File: config.mk
export PLATFORM = sky130hd
export DESIGN_NAME = cmp_timer64
export DESIGN_NICKNAME = d
export VERILOG_FILES = /design/src/rtl/tmr_pkg.sv /design/src/rtl/tmr_ctrl.sv /design/src/rtl/tmr_datapath.sv /design/src/rtl/cmp_timer64.sv
export SDC_FILE = /design/constraint.sdc
export NUM_CORES = 1
export LEC_CHECK = 0
export BUFFER_PORTS_ARGS = -buffer_cell sky130_fd_sc_hd__buf_2
export CAP_MARGIN = 10
export CORE_MARGIN = 10
export CORE_UTILIZATION = 53
export DETAILED_ROUTE_END_ITERATION = 8
export PLACE_DENSITY_LB_ADDON = 0.25
export SLEW_MARGIN = 20
export SYNTH_ARGS = -nofsm -noshare
export SYNTH_HDL_FRONTEND = slang
export SYNTH_SLANG_ARGS = --single-unit
export TNS_END_PERCENT = 1
File: constraint.sdc
create_clock -name clk -period 3.65 [get_ports clk]
set_input_delay 0.1825 -clock clk [delete_from_list [all_inputs] [get_ports clk]]
set_output_delay 0.1825 -clock clk [all_outputs]
set_load 0.02 [all_outputs]
File: src/rtl/tmr_pkg.sv
package tmr_pkg;
  localparam int unsigned WORD_W = 32;
  localparam int unsigned ADDR_W = 5;

  localparam logic [ADDR_W-1:0] OFF_CNT_LO = 5'h00;
  localparam logic [ADDR_W-1:0] OFF_CNT_HI = 5'h04;
  localparam logic [ADDR_W-1:0] OFF_CTRL   = 5'h08;
  localparam logic [ADDR_W-1:0] OFF_STAT   = 5'h0C;
  localparam logic [ADDR_W-1:0] OFF_CMP_LO = 5'h10;
  localparam logic [ADDR_W-1:0] OFF_CMP_HI = 5'h14;
  localparam logic [ADDR_W-1:0] OFF_STEP   = 5'h18;

  // control bit positions
  localparam int unsigned CB_CNT  = 0;
  localparam int unsigned CB_CMP  = 1;
  localparam int unsigned CB_IRQ  = 2;
  localparam int unsigned CB_AUTO = 3;
  localparam int unsigned CTRL_W  = 4;

  typedef struct packed {
    logic cntLoWr;
    logic cntHiWr;
    logic cmpLoWr;
    logic cmpHiWr;
    logic stepWr;
    logic flagClr;
    logic cntEn;
    logic cmpEn;
    logic autoEn;
  } dpStrobe_t;
endpackage

File: src/rtl/tmr_ctrl.sv
module tmr_ctrl
  import tmr_pkg::*;
#(
  parameter int unsigned W  = WORD_W,
  parameter int unsigned AW = ADDR_W
) (
  input  logic          clk,
  input  logic          rst_n,
  input  logic          wrEn,
  input  logic          rdEn,
  input  logic [AW-1:0] addr,
  input  logic [W-1:0]  wrData,
  input  logic [2*W-1:0] cntVal,
  input  logic [2*W-1:0] cmpVal,
  input  logic [W-1:0]  stepVal,
  input  logic          flag,
  output dpStrobe_t     strb,
  output logic [W-1:0]  rdData,
  output logic          irqOut
);
  logic [CTRL_W-1:0] ctrlReg;
  logic wrCtrl;

  assign wrCtrl = wrEn && (addr == OFF_CTRL);

  always_ff @(posedge clk) begin
    if (!rst_n)      ctrlReg <= '0;
    else if (wrCtrl) ctrlReg <= wrData[CTRL_W-1:0];
  end

  always_comb begin
    strb         = '0;
    strb.cntLoWr = wrEn && (addr == OFF_CNT_LO);
    strb.cntHiWr = wrEn && (addr == OFF_CNT_HI);
    strb.cmpLoWr = wrEn && (addr == OFF_CMP_LO);
    strb.cmpHiWr = wrEn && (addr == OFF_CMP_HI);
    strb.stepWr  = wrEn && (addr == OFF_STEP);
    strb.flagClr = wrEn && (addr == OFF_STAT) && wrData[0];
    strb.cntEn   = ctrlReg[CB_CNT];
    strb.cmpEn   = ctrlReg[CB_CMP];
    strb.autoEn  = ctrlReg[CB_AUTO];
  end

  always_comb begin
    rdData = '0;
    if (rdEn) begin
      unique case (addr)
        OFF_CNT_LO: rdData = cntVal[W-1:0];
        OFF_CNT_HI: rdData = cntVal[2*W-1:W];
        OFF_CTRL:   rdData = {{(W-CTRL_W){1'b0}}, ctrlReg};
        OFF_STAT:   rdData = {{(W-1){1'b0}}, flag};
        OFF_CMP_LO: rdData = cmpVal[W-1:0];
        OFF_CMP_HI: rdData = cmpVal[2*W-1:W];
        OFF_STEP:   rdData = stepVal;
        default:    rdData = '0;
      endcase
    end
  end

  assign irqOut = flag && ctrlReg[CB_IRQ];

  AST_IRQ_NEEDS_FLAG: assert property (@(posedge clk) disable iff (!rst_n)
    irqOut |-> flag);
  AST_CTRL_HOLD: assert property (@(posedge clk) disable iff (!rst_n)
    !wrCtrl |=> $stable(ctrlReg));
endmodule

File: src/rtl/tmr_datapath.sv
module tmr_datapath
  import tmr_pkg::*;
#(
  parameter int unsigned W = WORD_W
) (
  input  logic           clk,
  input  logic           rst_n,
  input  dpStrobe_t      strb,
  input  logic [W-1:0]   wrData,
  output logic [2*W-1:0] cntVal,
  output logic [2*W-1:0] cmpVal,
  output logic [W-1:0]   stepVal,
  output logic           flag
);
  localparam int unsigned CW = 2 * W;

  logic hit;
  logic cntWr, cmpWr;

  assign cntWr = strb.cntLoWr || strb.cntHiWr;
  assign cmpWr = strb.cmpLoWr || strb.cmpHiWr;
  assign hit   = strb.cmpEn && (cntVal >= cmpVal);

  // counter: word writes take priority over counting
  always_ff @(posedge clk) begin
    if (!rst_n)            cntVal <= '0;
    else if (strb.cntLoWr) cntVal[W-1:0]  <= wrData;
    else if (strb.cntHiWr) cntVal[CW-1:W] <= wrData;
    else if (strb.cntEn)   cntVal <= cntVal + CW'(1);
  end

  // compare value: software write wins over periodic re-arm
  always_ff @(posedge clk) begin
    if (!rst_n)                     cmpVal <= '0;
    else if (strb.cmpLoWr)          cmpVal[W-1:0]  <= wrData;
    else if (strb.cmpHiWr)          cmpVal[CW-1:W] <= wrData;
    else if (hit && strb.autoEn)    cmpVal <= cmpVal + {{W{1'b0}}, stepVal};
  end

  always_ff @(posedge clk) begin
    if (!rst_n)          stepVal <= '0;
    else if (strb.stepWr) stepVal <= wrData;
  end

  // event flag: set beats clear
  always_ff @(posedge clk) begin
    if (!rst_n)            flag <= 1'b0;
    else if (hit)          flag <= 1'b1;
    else if (strb.flagClr) flag <= 1'b0;
  end

  AST_CNT_STEP: assert property (@(posedge clk) disable iff (!rst_n)
    (strb.cntEn && !cntWr) |=> cntVal == $past(cntVal) + CW'(1));
  AST_CNT_HOLD: assert property (@(posedge clk) disable iff (!rst_n)
    (!strb.cntEn && !cntWr) |=> $stable(cntVal));
  AST_EVENT_SETS: assert property (@(posedge clk) disable iff (!rst_n)
    hit |=> flag);
  AST_REARM_ADD: assert property (@(posedge clk) disable iff (!rst_n)
    (hit && strb.autoEn && !cmpWr) |=> cmpVal == $past(cmpVal) + {{W{1'b0}}, $past(stepVal)});
  AST_NO_SPURIOUS: assert property (@(posedge clk) disable iff (!rst_n)
    $rose(flag) |-> $past(strb.cmpEn));
endmodule

File: src/rtl/cmp_timer64.sv
module cmp_timer64
  import tmr_pkg::*;
#(
  parameter int unsigned W  = WORD_W,
  parameter int unsigned AW = ADDR_W
) (
  input  logic          clk,
  input  logic          rst_n,
  input  logic          wrEn,
  input  logic          rdEn,
  input  logic [AW-1:0] addr,
  input  logic [W-1:0]  wrData,
  output logic [W-1:0]  rdData,
  output logic          irqOut
);
  dpStrobe_t       strb;
  logic [2*W-1:0]  cntVal, cmpVal;
  logic [W-1:0]    stepVal;
  logic            flag;

  tmr_ctrl #(.W(W), .AW(AW)) u_ctrl (
    .clk(clk), .rst_n(rst_n), .wrEn(wrEn), .rdEn(rdEn), .addr(addr),
    .wrData(wrData), .cntVal(cntVal), .cmpVal(cmpVal), .stepVal(stepVal),
    .flag(flag), .strb(strb), .rdData(rdData), .irqOut(irqOut)
  );

  tmr_datapath #(.W(W)) u_dp (
    .clk(clk), .rst_n(rst_n), .strb(strb), .wrData(wrData),
    .cntVal(cntVal), .cmpVal(cmpVal), .stepVal(stepVal), .flag(flag)
  );
endmodule

==> key figures <==
Hold path
  • Hold Crit Class: in -> reg

Synthesis
  • Async SR Flop Fraction: 0
  • Post-synthesis register bit count: 165
  • Cells after synthesis: 1702
  • Ranking of synthesized cells by area: dfxtp_1 (26%), ha_1 (9.5%), a21oi_1 (7.3%)
  • Seq/Total Area, Yosys: 0.259
  • YS warnings: 0
  • Mapped Avg Cell Area: 7.48 um^2
  • Number of library cell types mapped by synthesis: 79
  • Syn nets: 1841
  • Top-count cell post-synth: nand2_1
  • Area leader, netlist: dfxtp_1
  • Yosys top cell area share: 0.259
  • Post-synth EDFFs: 0
  • Mapped cell area: 12700 um^2
  • Commonest cells in the netlist: nand2_1 (202), a21oi_1 (187), dfxtp_1 (165)
  • Synth Flop Type: dfxtp_1

Cells and area
  • Core Util, Final: 0.610
  • Layout cells sized above 1: 0.132
  • Final-stage net count: 1902
  • Sequential Area: 3300 um^2
  • Area growth from synthesis to layout: 12.8%
  • Fill cell count: 2217
  • Multi-input logic area: 8760 um^2
  • Post-route insts no fill: 2095
  • Final instance area: 14400 um^2
  • N_diodes: 0

Routing
  • Iter 0 DRT Violations: 1855
  • Via density: 6.80
  • Routed Antenna Nets: 0
  • Per-cell routed wire length: 23.7 um
  • Detailed Routing Iterations Pass 1: 7
  • Remaining DRCs: 0
  • DR vias: 14248
  • Routed wire length: 49800 um

Setup path
  • Slowest stage delay, CP: 0.43 ns
  • Worst setup SP type: register
  • Critical Path Fanout Max: 7
  • Worst-path cell chain: inv_1 -> ha_1 -> a21o_1 -> a221o_1 -> a221oi_2 -> a31oi_1 -> a211oi_1 -> buf_4 -> a21oi_4 -> buf_4 -> nand2_2 -> mux2_2 -> o31ai_1
  • Critical path arrival: 3.84 ns
  • CP Data Required Time: 3.98 ns
  • CP max stage cell: dfxtp_1
  • CP endpoint kind: register
  • CP Class: reg -> reg
  • Crit path top cell by count: buf_4

Clocking
  • H-tree lvl count: 4
  • CTS max path bufs: 2
  • CTS tree: built
  • Insertion delay to the later sink of the worst-skew pair: 0.45 ns
  • Sink Count: 165
  • CTS root buffer: clkbuf_16
  • Number of CTS-inserted buffers: 17
  • Clock-pin transition on the worst setup and hold timing paths: 0.07 ns

GRT
  • Wire length of the first global-routing pass: 75800 um
  • Vias in the first global route: 13202
  • Grt ovf: 0
  • Pin count of the biggest net entering global routing: 82
  • Antenna violations before repair: 1
  • Tot GR Track Use: 0.312

STA
  • Endpoints failing hold: 0
  • Achievable Freq: 285 MHz
  • Crit share post-route: 0.961
  • Fin crit period: 3.51 ns
  • Worst-Margin Slew: 1.09 ns
  • Post-route setup TNS: 0 ns
  • Rel. slew slack: 0.269
  • Max Transition Viols Final: 0
  • # setup viols final: 0
  • Hold WS: 0.0694 ns
  • Layout Skew: 0.0182 ns

Floorplan
  • Die area: 30600 um^2
  • Die Y-Extent: 175 um
  • CORE AREA: 23500 um^2
  • Initial Util: 0.541
  • Row count: 56
  • Chip width: 175 um
  • Ports: 74

Placed design
  • GPL Wtd Cong: 1.00
  • DP Cell Count: 2061
  • Placed Area: 13800 um^2
  • Port Buffers: 73
  • Final HPWL from detailed placement: 37700 um

Power
  • Leakage power: 5.29 nW
  • Pwr/cell area: 284 nW/um^2
  • Peak supply drop: 0.258 mV

Status
  • Status: finished, final reports clean

Run
  • Max cap viols: 0
[state kept, by name (all words and copies together) (netlist names)]
register,count
u_dp.cmpVal,64
u_dp.stepVal,32
u_dp.flag,1
u_ctrl.ctrlReg,4
u_dp.cntVal,64
[metrics by stage]
step | total power, mW | worst slack (ns)
2_1_floorplan | 2.11 | 0.621
3_5_place_dp | 2.30 | 0.0491
5_1_grt | 4.18 | -0.00154
6_report | 4.07 | 0.142
3_3_place_gp | 2.29 | 0.0971
4_1_cts | 4.07 | 0.0516
[routing by layer]
metal,vias to the layer above,share of wire,track usage
met5,-,0.00038,0
met4,2,0.063,0.177
met3,186,0.092,0.0640
met2,802,0.45,0.498
met1,6714,0.40,0.385
li1,6544,-,-
[what timing repair did]
item	CTS	global route
setup endpoints to repair	0	19
hold buffers	0	0
endpoints found under the hold margin	0	0
setup buffers	0	2
resized for setup	0	7
[path summary, 6_finish.rpt]
check	to	start	slack [ns]	depth (start not counted)
setup / recovery	u_dp.cmpVal[1]	u_dp.cmpVal[21]	0.14	13
hold / removal	u_dp.stepVal[16]	wrData[16]	0.07	3
setup reg to reg	u_dp.cmpVal[1]	u_dp.cmpVal[21]	0.14	13
hold reg to reg	u_ctrl.ctrlReg[3]	u_ctrl.ctrlReg[3]	0.49	2
[final cells by class]
type,count,area share
Clock inverter,13,0.00784
Tap cell,319,0.0278
Multi-Input combinational cell,1343,0.610
Inverter,75,0.0197
Timing Repair Buffer,161,0.0740
Sequential cell,165,0.230
Clock buffer,19,0.0308
[cell usage in the layout (no fill, tap or decap), drive strengths merged, types with 4 or more instances in the layout]
| master | count |
|---|---|
| buf | 161 |
| o21ai | 100 |
| a311oi | 6 |
| o221a | 7 |
| nor2b | 6 |
| o31a | 7 |
| or3 | 13 |
| and3 | 19 |
| nand2 | 202 |
| a21oi | 188 |
| o21a | 4 |
| nor2 | 119 |
| a211oi | 69 |
| and2 | 21 |
| a221oi | 31 |
| a222oi | 32 |
| mux2i | 29 |
| a41oi | 6 |
| xor2 | 29 |
| a22oi | 15 |
| nand4 | 46 |
| xnor2 | 27 |
| nand2b | 6 |
| or4 | 12 |
| nor3 | 22 |
| nand3 | 66 |
| a21boi | 5 |
| ha | 97 |
| clkbuf | 19 |
| o22ai | 5 |
| o21bai | 5 |
| a21o | 9 |
| and4 | 14 |
| o211ai | 21 |
| o31ai | 13 |
| a31oi | 39 |
| inv | 83 |
| dfxtp | 165 |
| nor4 | 14 |
[cell families after synthesis]
family	after synthesis	synth area share
buffers and inverters	194	0.0589
AND/OR/NAND/NOR	572	0.219
multiplexers	31	0.0246
adder cells (fa/ha/maj)	98	0.0969
flip-flops	165	0.259
XOR/XNOR	56	0.0385
AO/OA/AOI/OAI	586	0.302
[power by group]
part	switching [mW]	internal, mW	leakage (nW)
Clock	0.879	0.916	0.270
Combinational	0.297	0.133	3.69
Sequential	0.0285	1.82	1.33
[worst max-delay path, delay by kind of cell, from the launching register on]
kind	cells	cell delay, ns
buffers and inverters	3	0.43
AND/OR/NAND/NOR	1	0.19
adder cells (fa/ha/maj)	1	0.32
flip-flops	1	0.43
multiplexers	1	0.38
AO/OA/AOI/OAI	7	1.64
No activity file was read; power rests on OpenSTA's default activity.
